### src/rtl/pin_evt_pkg.sv
package pin_evt_pkg;
  localparam int CW = 32;

  localparam int TRIG_B   = 8;
  localparam int POL_LO   = 9;
  localparam int STSEN_B  = 11;
  localparam int DLVEN_B  = 12;
  localparam int WK_IDLE  = 13;
  localparam int WK_SUSP  = 14;
  localparam int WK_OFF   = 15;
  localparam int LVL_B    = 16;
  localparam int IST_B    = 28;
  localparam int WST_B    = 29;

  // Stored configuration bits: trigger, polarity, enables, wake enables,
  // pulls, output value and output enable.
  localparam logic [CW-1:0] WR_MASK = 32'h00F0_FF00;

  typedef enum logic [1:0] {
    POL_HIGH = 2'd0,
    POL_LOW  = 2'd1,
    POL_BOTH = 2'd2,
    POL_RSVD = 2'd3
  } pol_e;

  typedef enum logic [1:0] {
    SLP_RUN  = 2'd0,
    SLP_IDLE = 2'd1,
    SLP_SUSP = 2'd2,
    SLP_OFF  = 2'd3
  } slp_e;
endpackage

### src/rtl/pin_rst_sync.sv
module pin_rst_sync (
  input  logic clk,
  input  logic rst_n,
  output logic rst_ok
);
  logic [1:0] q;
  logic [1:0] q_nxt;

  always_comb q_nxt = {q[0], 1'b1};

  always_ff @(posedge clk or negedge rst_n) begin
    if (!rst_n) q <= '0;
    else        q <= q_nxt;
  end

  assign rst_ok = q[1];
endmodule

### src/rtl/pin_sync.sv
module pin_sync #(
  parameter int STAGES = 2
) (
  input  logic clk,
  input  logic rst_n,
  input  logic d,
  output logic level_o,
  output logic prev_o
);
  localparam int N = STAGES + 1;

  logic [N-1:0] chain;
  logic [N-1:0] chain_nxt;

  generate
    for (genvar i = 0; i < N; i++) begin : g_stage
      if (i == 0) begin : g_first
        always_comb chain_nxt[i] = d;
      end else begin : g_rest
        always_comb chain_nxt[i] = chain[i-1];
      end
    end
  endgenerate

  always_ff @(posedge clk or negedge rst_n) begin
    if (!rst_n) chain <= '0;
    else        chain <= chain_nxt;
  end

  assign level_o = chain[STAGES-1];
  assign prev_o  = chain[STAGES];
endmodule

### src/rtl/pin_trig_detect.sv
module pin_trig_detect
  import pin_evt_pkg::*;
(
  input  logic       level,
  input  logic       prev,
  input  logic       lvl_mode,
  input  logic [1:0] pol,
  output logic       event_o
);
  always_comb begin
    event_o = 1'b0;
    if (lvl_mode) begin
      case (pol_e'(pol))
        POL_HIGH: event_o = level;
        POL_LOW:  event_o = ~level;
        default:  event_o = 1'b0;
      endcase
    end else begin
      case (pol_e'(pol))
        POL_HIGH: event_o = level & ~prev;
        POL_LOW:  event_o = ~level & prev;
        POL_BOTH: event_o = level ^ prev;
        default:  event_o = 1'b0;
      endcase
    end
  end
endmodule

### src/rtl/pin_ctrl_regs.sv
module pin_ctrl_regs
  import pin_evt_pkg::*;
(
  input  logic          clk,
  input  logic          rst_n,
  input  logic          we,
  input  logic [CW-1:0] wdata,
  input  logic          evt,
  input  logic          level,
  input  logic [1:0]    sleep,
  output logic [CW-1:0] cfg_o,
  output logic [CW-1:0] rdata,
  output logic          irq,
  output logic          wake
);
  logic [CW-1:0] cfg_q, cfg_nxt;
  logic          ist_q, ist_nxt;
  logic          wst_q, wst_nxt;
  logic          wk_en;

  always_comb begin
    case (slp_e'(sleep))
      SLP_IDLE: wk_en = cfg_q[WK_IDLE];
      SLP_SUSP: wk_en = cfg_q[WK_SUSP];
      SLP_OFF:  wk_en = cfg_q[WK_OFF];
      default:  wk_en = 1'b0;
    endcase
  end

  assign irq  = ist_q & cfg_q[DLVEN_B];
  assign wake = ist_q & wk_en;

  always_comb begin
    cfg_nxt = cfg_q;
    if (we) cfg_nxt = wdata & WR_MASK;

    ist_nxt = ist_q;
    if (we && wdata[IST_B]) ist_nxt = 1'b0;
    if (evt && cfg_q[STSEN_B]) ist_nxt = 1'b1;

    wst_nxt = wst_q;
    if (we && wdata[WST_B]) wst_nxt = 1'b0;
    if (wake) wst_nxt = 1'b1;
  end

  always_ff @(posedge clk or negedge rst_n) begin
    if (!rst_n) begin
      cfg_q <= '0;
      ist_q <= 1'b0;
      wst_q <= 1'b0;
    end else begin
      cfg_q <= cfg_nxt;
      ist_q <= ist_nxt;
      wst_q <= wst_nxt;
    end
  end

  always_comb begin
    rdata        = cfg_q;
    rdata[LVL_B] = level;
    rdata[IST_B] = ist_q;
    rdata[WST_B] = wst_q;
  end

  assign cfg_o = cfg_q;
endmodule

### src/rtl/pin_event_ctrl.sv
module pin_event_ctrl
  import pin_evt_pkg::*;
#(
  parameter int SYNC_STAGES = 2
) (
  input  logic          clk,
  input  logic          rst_n,
  input  logic          pin_i,
  input  logic [1:0]    sleep_i,
  input  logic          reg_we,
  input  logic [CW-1:0] reg_wdata,
  output logic [CW-1:0] reg_rdata,
  output logic          irq_o,
  output logic          wake_o
);
  logic          rst_ok;
  logic          lvl, prv, evt;
  logic [CW-1:0] cfg;

  pin_rst_sync u_rst (
    .clk   (clk),
    .rst_n (rst_n),
    .rst_ok(rst_ok)
  );

  pin_sync #(.STAGES(SYNC_STAGES)) u_sync (
    .clk    (clk),
    .rst_n  (rst_ok),
    .d      (pin_i),
    .level_o(lvl),
    .prev_o (prv)
  );

  pin_trig_detect u_det (
    .level   (lvl),
    .prev    (prv),
    .lvl_mode(cfg[TRIG_B]),
    .pol     (cfg[POL_LO+1:POL_LO]),
    .event_o (evt)
  );

  pin_ctrl_regs u_regs (
    .clk  (clk),
    .rst_n(rst_ok),
    .we   (reg_we),
    .wdata(reg_wdata),
    .evt  (evt),
    .level(lvl),
    .sleep(sleep_i),
    .cfg_o(cfg),
    .rdata(reg_rdata),
    .irq  (irq_o),
    .wake (wake_o)
  );
endmodule

### config.mk
export PLATFORM = sky130hd
export DESIGN_NAME = pin_event_ctrl
export DESIGN_NICKNAME = d
export VERILOG_FILES = /design/src/rtl/pin_evt_pkg.sv /design/src/rtl/pin_rst_sync.sv /design/src/rtl/pin_sync.sv /design/src/rtl/pin_trig_detect.sv /design/src/rtl/pin_ctrl_regs.sv /design/src/rtl/pin_event_ctrl.sv
export SDC_FILE = /design/constraint.sdc
export NUM_CORES = 1
export LEC_CHECK = 0
export ABC_CLOCK_PERIOD_IN_PS = 2100
export BUFFER_PORTS_ARGS = -buffer_cell sky130_fd_sc_hd__buf_2
export CELL_PAD_IN_SITES_DETAIL_PLACEMENT = 0
export CELL_PAD_IN_SITES_GLOBAL_PLACEMENT = 2
export CORE_ASPECT_RATIO = 0.9
export CORE_MARGIN = 2
export CORE_UTILIZATION = 24
export DETAILED_ROUTE_END_ITERATION = 6
export GPL_ROUTABILITY_DRIVEN = 0
export PLACE_DENSITY = 0.91
export SLEW_MARGIN = 10
export SYNTH_ARGS = -nofsm -noshare
export SYNTH_HDL_FRONTEND = slang
export SYNTH_SLANG_ARGS = --single-unit
### constraint.sdc
create_clock -name clk -period 2.1 [get_ports clk]
set_clock_uncertainty 0.2 [all_clocks]
set_input_delay 0.105 -clock clk [delete_from_list [all_inputs] [get_ports clk]]
set_output_delay 0.105 -clock clk [all_outputs]
set_load 0.03 [all_outputs]
==> results of run 1 <==
## state kept, by name, indices dropped and copies added, names as in the netlist
register / count
u_regs.wst_q: 1
u_regs.ist_q: 1
u_sync.chain: 3
u_rst.q: 2
u_regs.cfg_o: 12
## cells by family after synthesis
logic type / share of synthesized area (%)
AOI/OAI and AO/OA: 4.14
xor gates and xnor gates: 0.906
adders and majority gates: 2.59
buffers and inverters: 19.8
DFF: 49.2
muxes: 18.8
other: 0.776
and+or+nand+nor: 3.88
## metrics by stage
| stage | hold slack (ns) | util, % | power [mW] | instances | setup WS [ns] |
|---|---|---|---|---|---|
| floorplan | -0.391 | - | 0.685 | 93 | 0.669 |
| global placement | -0.309 | 28.7 | 0.709 | 152 | 0.614 |
| detailed placement | -0.303 | 28.7 | 0.717 | 152 | 0.586 |
| CTS | 0.0654 | 34.1 | 0.998 | 172 | 0.568 |
| global route | 0.0969 | 34.1 | 1.04 | 172 | 0.496 |
| finish | 0.0628 | 34.1 | 0.982 | 172 | 0.582 |
## cells in the mapped netlist, types with 2 or more instances
library cell  count  area (sq um)
buf_6             2          22.5
and2_1            2          12.5
mux2_2            4          45.0
nand2_1           3          11.3
buf_4            21           158
inv_1             3          11.3
ha_1              2          25.0
mux2i_1           2          20.0
conb_1            2          7.51
dfrtp_1          19           475
mux2_4            7           105
## cell type report
class | instances | area share [%]
clock buffer | 4 | 3.49
inverter | 3 | 0.873
multi-input combinational | 48 | 27.9
sequential | 19 | 36.9
tap | 46 | 4.46
timing repair buffer | 52 | 26.4
## per-layer routing
metal / up-vias / part of all wire, % / track usage, %
met2: 22 / 56 / 16.1
met4: 0 / 1.4 / 5.19
li1: 309 / - / -
met1: 330 / 38 / 9.60
met5: - / 0 / 0
met3: 2 / 4.5 / 1.26
## placed cells by master (no fill, tap or decap)
| cell | instances |
|---|---|
| o21ai_0 | 1 |
| clkbuf_1 | 1 |
| nor3b_1 | 1 |
| buf_2 | 36 |
| nand2_1 | 3 |
| a21oi_1 | 1 |
| o21ai_1 | 1 |
| dfrtp_1 | 19 |
| ha_1 | 2 |
| mux2i_1 | 2 |
| conb_1 | 18 |
| a41oi_1 | 1 |
| dlygate4sd3_1 | 16 |
| a22o_1 | 1 |
| clkbuf_8 | 3 |
| mux2_2 | 4 |
| mux2_1 | 1 |
| a21boi_0 | 1 |
| and2_1 | 2 |
| mux2_4 | 7 |
| xor2_1 | 1 |
| nand2b_1 | 1 |
| inv_1 | 3 |
## power by group through the flow
stage	clock network [mW]	registers, mW	logic, mW
2_1_floorplan	0	0.484	0.201
3_3_place_gp	0	0.446	0.263
3_5_place_dp	0	0.452	0.265
4_1_cts	0.264	0.445	0.289
5_1_grt	0.277	0.452	0.307
6_report	0.251	0.444	0.287
## timing repair
action | CTS | global route
endpoints found under the hold margin | 16 | 0
hold buffers | 16 | 0
setup endpoints to repair | 0 | 0
resized for setup | 0 | 0
## worst reg2reg max path, cell delays in order (launching register included)
cell,delay [ns]
dfrtp_1,0.42
inv_1,0.06
ha_1,0.19
mux2_1,0.28
a21oi_1,0.16
o21ai_1,0.09
## final timing paths
path | to
min in group asynchronous | u_regs.cfg_o[20]
setup reg to reg | u_regs.ist_q
max in group asynchronous | u_rst.q[1]
setup / recovery | wake_o
hold reg to reg | u_regs.cfg_o[20]
hold / removal | u_regs.ist_q
==> flow_summary.ini, run 1 <==
[sta]
fmax_mhz = 659
slew_headroom_pct = 53.3
slew_violations = 0
tns_ns = 0
setup_viol = 0
rsz0062_at_grt = false
period_needed_ns = 1.52
worst_pin_slew_ns = 0.701
final_hold_viol_count = 0
finalCritPeriodShare_pct = 72.3

[worst_setup_path]
crit_top_cell = mux2i_1
critical_path_required_ns = 1.79
worstPathMaxFanout = 3
startpoint_type = flop
rr_startpoint = u_sync.chain[1]
cp-startpoint = u_regs.cfg_o[15]
ff2ff_path_depth = 5
critPathTopFamily = flip-flops
crit_cells = 4
worst-setup-path-type = flop to output port
max_stage_delay_ns = 0.39
worstPathArrival_ns = 1.21
cp_slowest_cell = dfrtp_1
path_buf_inv = 1
ff2ff_setup_slack_ns = 0.59
path_cells = mux2i_1 -> mux2i_1 -> and2_1 -> buf_2
end_kind = output port

[power_and_ir_drop]
netSwitchingPower_mw = 0.333
sequentialPowerShare_pct = 45.2
ir_worst_vdd_mv = 0.261
pwr-share-comb_pct = 29.2
p_leak_nw = 0.669
p_int_mw = 0.649
p_clk_share_pct = 25.6
switching_share_pct = 33.9
p_per_area_nw_per_um2 = 761

[placement]
numPortBuffers = 36
hpwl_um = 1430
placed_area_sq_um = 1080

[cells_and_area]
antenna-diode-count = 0
drive_above_1_share_pct = 39.7
multiInputGateArea_sq_um = 360
final_cell_area_sq_um = 1290
fillers = 392
syn_to_final_growth_pct = 33.4
layout.area.seq_sq_um = 475
fin_nets = 167

[global_routing]
grt_max_degree = 18
grt_pass1_vias = 711
grt_overflow_total = 0
gr-usage-all-layers_pct = 8.82
antenna_found_initial = 0
grt_pass1_wl_um = 3190

[cts]
htree_levels = 1
clockBufferDepth = 2
worst_skew_pair.late_latency_ns = 0.25
cts_tree = yes
cts_root_buf = clkbuf_8
clock_sinks = 19
clk_pin_slew_ns = 0.07
cts_setup_buffers = 0
cts_buffers = 3

[logic_synthesis]
synth_edf_count = 0
synth_seq_cells = 19
ys_types = 21
netlist_area_sq_um = 967
synthCells = 77
synth_flop_cell = dfrtp_1
syn_avg_cell_area_sq_um = 12.6
ys_seq_area_share_pct = 49.2
ys_warn_count = 0
async_reset_ff_share_pct = 100

[job]
timing.max_cap.violations = 0

[routing]
wl_per_cell_um = 11.3
drtAntennaViolNets = 0
vias_per_cell = 3.85
drc = 0
vias = 663
drt-initial-drc-count = 39
routed_wl_um = 1940
dr.pass1.iters = 4

[floorplan]
die_x_um = 70.9
dieArea_sq_um = 4550
io-pin-count = 72
initial_core_util_pct = 25.6
num_rows = 21
core_sq_um = 3780
die_h_um = 64.2

[worst_hold_path]
hp-start = reg_wdata[28]
hold_path_depth = 4
hold_path.class = input port to flop

[status]
run_status = complete, no violations
Note: power is estimated with default switching activity, not from simulation.
==> inputs of run 2 (changes only) <==
ABC_CLOCK_PERIOD_IN_PS = 1300   (was 2100)
CORE_UTILIZATION = 20   (was 24)
PLACE_DENSITY = 0.82   (was 0.91)
clock period = 1.3 ns   (was 2.1 ns; I/O delays follow)
==> run 2 against run 1 <==
The flow now finishes with violations (negative setup slack). Final cell count increased by 15%. Sequential share of layout area decreased by 3.7 points. Flip-flop and latch count unchanged. Power increased by 67%. Die area increased by 19%. Cell area increased by 11%. Register-to-register slack got worse by 0.67 ns. Critical path depth unchanged. Combinational power increased by 88%. Clock-buffer cell count unchanged. Via count increased by 4.4%. Largest cell class unchanged.
==> flow_summary.ini, run 2 (same netlist as run 1, synthesis figures left out) <==
[worst_setup_path]
rr_startpoint = u_sync.chain[1]
critical_path_required_ns = 1.03
critPathTopFamily = flip-flops
crit_cells = 4
worstPathArrival_ns = 1.19
worstPathMaxFanout = 3
end_kind = output port
max_stage_delay_ns = 0.37
crit_top_cell = mux2i_1
ff2ff_setup_slack_ns = -0.08
path_cells = mux2i_1 -> mux2i_1 -> and2_4 -> buf_6
cp_slowest_cell = dfrtp_1
path_buf_inv = 1
startpoint_type = flop
worst-setup-path-type = flop to output port
cp-startpoint = u_regs.cfg_o[14]
ff2ff_path_depth = 5

[cts]
cts_buffers = 3
htree_levels = 1
worst_skew_pair.late_latency_ns = 0.24
cts_tree = yes
clockBufferDepth = 2
clk_pin_slew_ns = 0.07
clock_sinks = 19
cts_root_buf = clkbuf_8

[placement]
post-place-ws_ns = -0.106
numPortBuffers = 36
hpwl_um = 1520
placed_area_sq_um = 1160

[floorplan]
core_sq_um = 4550
initial_core_util_pct = 21.3
io-pin-count = 72
die_h_um = 70.0
die_x_um = 77.3
dieArea_sq_um = 5410
num_rows = 23

[routing]
vias_per_cell = 3.51
vias = 692
routed_wl_um = 2000
drt-initial-drc-count = 30
dr.pass1.iters = 4
drc = 0
drtAntennaViolNets = 0
wl_per_cell_um = 10.2

[sta]
final_hold_viol_count = 0
setup_viol = 3
rsz0062_at_grt = true
period_needed_ns = 1.46
fin_ws_ns = -0.157
slew_violations = 0
tns_ns = -0.239
finalCritPeriodShare_pct = 112
fmax_mhz = 686

[cells_and_area]
drive_above_1_share_pct = 48.1
antenna-diode-count = 0
fin_nets = 176
final_common_cell = buf_2
final_cell_area_sq_um = 1440
postLayoutCoreUtil_pct = 31.6
fillers = 487
largest_reg_flops = 12
syn_to_final_growth_pct = 48.6
final_cell_mix = buf_2 (33), conb_1 (18), dlygate4sd3_1 (18), dfrtp_1 (18), mux2_4 (8)

[worst_hold_path]
hp-start = reg_wdata[28]
hold_path_depth = 4
hold_path.class = input port to flop

[status]
violations = negative setup slack
run_status = finished, violations left

[power_and_ir_drop]
ir_worst_vdd_mv = 0.594
finalPower_mw = 1.64
p_leak_nw = 0.724
p_per_area_nw_per_um2 = 1140

[global_routing]
grt_pass1_vias = 682
gr-usage-all-layers_pct = 7.71
antenna_found_initial = 0
grt_overflow_total = 0
grt_pass1_wl_um = 3280
grt_max_degree = 18

[job]
timing.max_cap.violations = 0
## run 2: changes by cell type in the layout (fill, tap and decap cells not counted), sizes merged
cell | before | now
buf | 36 | 43
dlygate4sd3 | 16 | 18
## run 2: tightest hold or removal path, delay by kind of cell
family	cells	cell delay (ns)
compound gates	3	0.30
buf+inv	1	0.07
## run 2: final cells by class
| type | count | area [sq um] | area share, % |
|---|---|---|---|
| Timing Repair Buffer | 61 | 444 | 30.9 |
| Sequential cell | 19 | 477 | 33.2 |
| Multi-Input combinational cell | 48 | 383 | 26.6 |
| Clock buffer | 4 | 45.0 | 3.13 |
| Inverter | 3 | 11.3 | 0.783 |
| Tap cell | 62 | 77.6 | 5.40 |
## run 2: stage by stage
stage,cells,hold slack (ns)
floorplan,93,-0.431
global placement,173,-0.348
detailed placement,173,-0.347
CTS,198,0.0242
global route,197,0.0231
finish,197,0.0236
## run 2: routing by layer
metal | track usage, % | wire (um) | vias up
li1 | - | - | 327
met1 | 9.38 | 858 | 332
met2 | 12.9 | 1000 | 31
met3 | 2.84 | 131 | 2
met4 | 1.79 | 10 | 0
met5 | 0 | 0 | -
## run 2: path summary, 6_finish.rpt
path	endpoint
max	wake_o
min	u_regs.ist_q
max reg2reg	u_regs.ist_q
min reg2reg	u_rst.q[1]
max in group asynchronous	u_regs.cfg_o[9]
min in group asynchronous	u_rst.q[0]
## run 2: where the power goes
group          leakage, nW  internal (mW)  switching, mW
clock network       0.0228          0.217          0.179
registers            0.222          0.656         0.0526
logic                0.479          0.229          0.311
total                0.724           1.10          0.543
## run 2: repair_timing
action                                 CTS  global route
setup buffers                            3             1
setup endpoints to repair                2             8
pin swaps                                5             3
resized for setup                        7             6
hold buffers                            18             0
endpoints found under the hold margin   25             0
==> inputs of run 3 (changes only) <==
SETUP_SLACK_MARGIN = 0.5   (was not set)
==> run 3 against run 2 <==
The run ends with negative hold slack, negative setup slack left. Flip-flop and latch count is the same. Via count shrank 5.6%. Routed wire length grew 3.5%. Die area is the same. Worst setup slack lost 0.021 ns. Critical path type unchanged. Critical endpoint unchanged.
==> flow_summary.ini, run 3 (same netlist as run 1, synthesis figures left out) <==
[routing]
vias_per_cell = 3.49
vias = 653
drtAntennaViolNets = 0
drt-initial-drc-count = 2
routed_wl_um = 2080
drc = 0
dr.pass1.iters = 2
wl_per_cell_um = 11.1

[sta]
fmax_mhz = 676
rsz0062_at_grt = true
setup_viol = 2
finalCritPeriodShare_pct = 114
holdWs_ns = -0.180
final_hold_viol_count = 20
period_needed_ns = 1.48
slew_violations = 0
fin_ws_ns = -0.179

[worst_setup_path]
rr_startpoint = u_sync.chain[1]
ff2ff_path_depth = 5
worstPathMaxFanout = 2
ff2ff_setup_slack_ns = -0.10
end_kind = output port
startpoint_type = flop
worst-setup-path-type = flop to output port
r2r_end = u_regs.ist_q
worstPathArrival_ns = 1.21
cp-startpoint = u_regs.cfg_o[15]
critical_path_required_ns = 1.03

[floorplan]
initial_core_util_pct = 21.3
die_h_um = 70.0
die_x_um = 77.3
io-pin-count = 72
core_sq_um = 4550
num_rows = 23
dieArea_sq_um = 5410

[cts]
htree_levels = 1
holdBufCountCts = 2
worst_skew_pair.late_latency_ns = 0.25
cts_buffers = 3
clockBufferDepth = 2
cts_root_buf = clkbuf_8
clock_sinks = 19
clk_pin_slew_ns = 0.08
cts_tree = yes

[global_routing]
grt_max_degree = 13
grt_overflow_total = 0
gr-usage-all-layers_pct = 7.84
grt_pass1_wl_um = 3350
antenna_found_initial = 0
grt_pass1_vias = 696

[placement]
hpwl_um = 1600
post-place-ws_ns = -0.0580
numPortBuffers = 36

[power_and_ir_drop]
ir_worst_vdd_mv = 0.555
p_per_area_nw_per_um2 = 1220
p_leak_nw = 0.723

[status]
violations = negative hold slack, negative setup slack
run_status = finished, violations left

[cells_and_area]
syn_to_final_growth_pct = 49.5
drive_above_1_share_pct = 67.2
fin_nets = 166
largest_reg_flops = 12
final_cell_mix = buf_2 (19), buf_6 (19), conb_1 (18)
antenna-diode-count = 0

[worst_hold_path]
hp-start = reg_wdata[10]
min_to = u_regs.cfg_o[10]
hold_path.class = input port to flop
hold_path_depth = 3

[job]
timing.max_cap.violations = 0
run 3: cell count changes in the layout (fill, tap and decap cells not counted), moves of 3 or more:
cell / before / now
dlygate4sd3_1: 18 / 2
dfrtp_1: 18 / 8
mux2_4: 8 / 11
buf_4: 6 / 10
mux2_2: 4 / 1
buf_2: 33 / 19
buf_6: 3 / 19
dfrtp_2: 1 / 11
run 3: timing repair:
| item | 4_1_cts | 5_1_grt |
|---|---|---|
| buffers inserted | 5 | 2 |
| pin swaps | 2 | 0 |
| gates cloned | 0 | 0 |
| endpoints found under the hold margin | 21 | 20 |
| setup endpoints to repair | 32 | 32 |
| gates resized for setup | 37 | 4 |
run 3: layer usage:
metal  wire length, um  track usage, %  part of all wire (%)
met5                 0               0                     0
met4                 0               0                     0
met3               164            2.97                   7.9
met2              1070            14.3                    51
met1               845            9.28                    41
run 3: layout make-up:
| type | instances | area, sq um |
|---|---|---|
| clock buffers | 3 | 41.3 |
| clock inverters | 1 | 5.00 |
| fillers | 490 | 3100 |
| inverters | 3 | 11.3 |
| multi-input cells | 48 | 398 |
| flip-flops and latches | 19 | 489 |
| well taps | 62 | 77.6 |
| repair buffers | 51 | 424 |
run 3: worst max path at each step:
stage               slack [ns]           end
floorplan                -0.03  u_regs.ist_q
global placement         -0.05  u_regs.ist_q
finish                   -0.18        wake_o
detailed placement       -0.06  u_regs.ist_q
global route             -0.26        wake_o
CTS                      -0.21        wake_o
run 3: critical path: stages, from the launching register on:
cell     delay, ns
dfrtp_2       0.40
mux2i_1       0.13
mux2i_1       0.12
and2_4        0.17
buf_6         0.13
run 3: through the flow:
stage	area, sq um	instances	TNS, ns	total power [mW]	utilization [%]
final	1450	187	-0.275	1.76	31.8
after global routing	1450	187	-0.421	1.86	31.8
after CTS	1420	185	-0.302	1.78	31.3
after detailed placement	1200	174	-0.0580	1.20	26.4
after global placement	1200	174	-0.0497	1.19	26.4
after floorplan	1070	93	-0.0311	1.14	-
run 3: power breakdown:
part           internal, mW  total, mW  switching (mW)
logic                 0.307      0.631           0.324
clock network         0.213      0.412           0.199
registers             0.661      0.722          0.0608
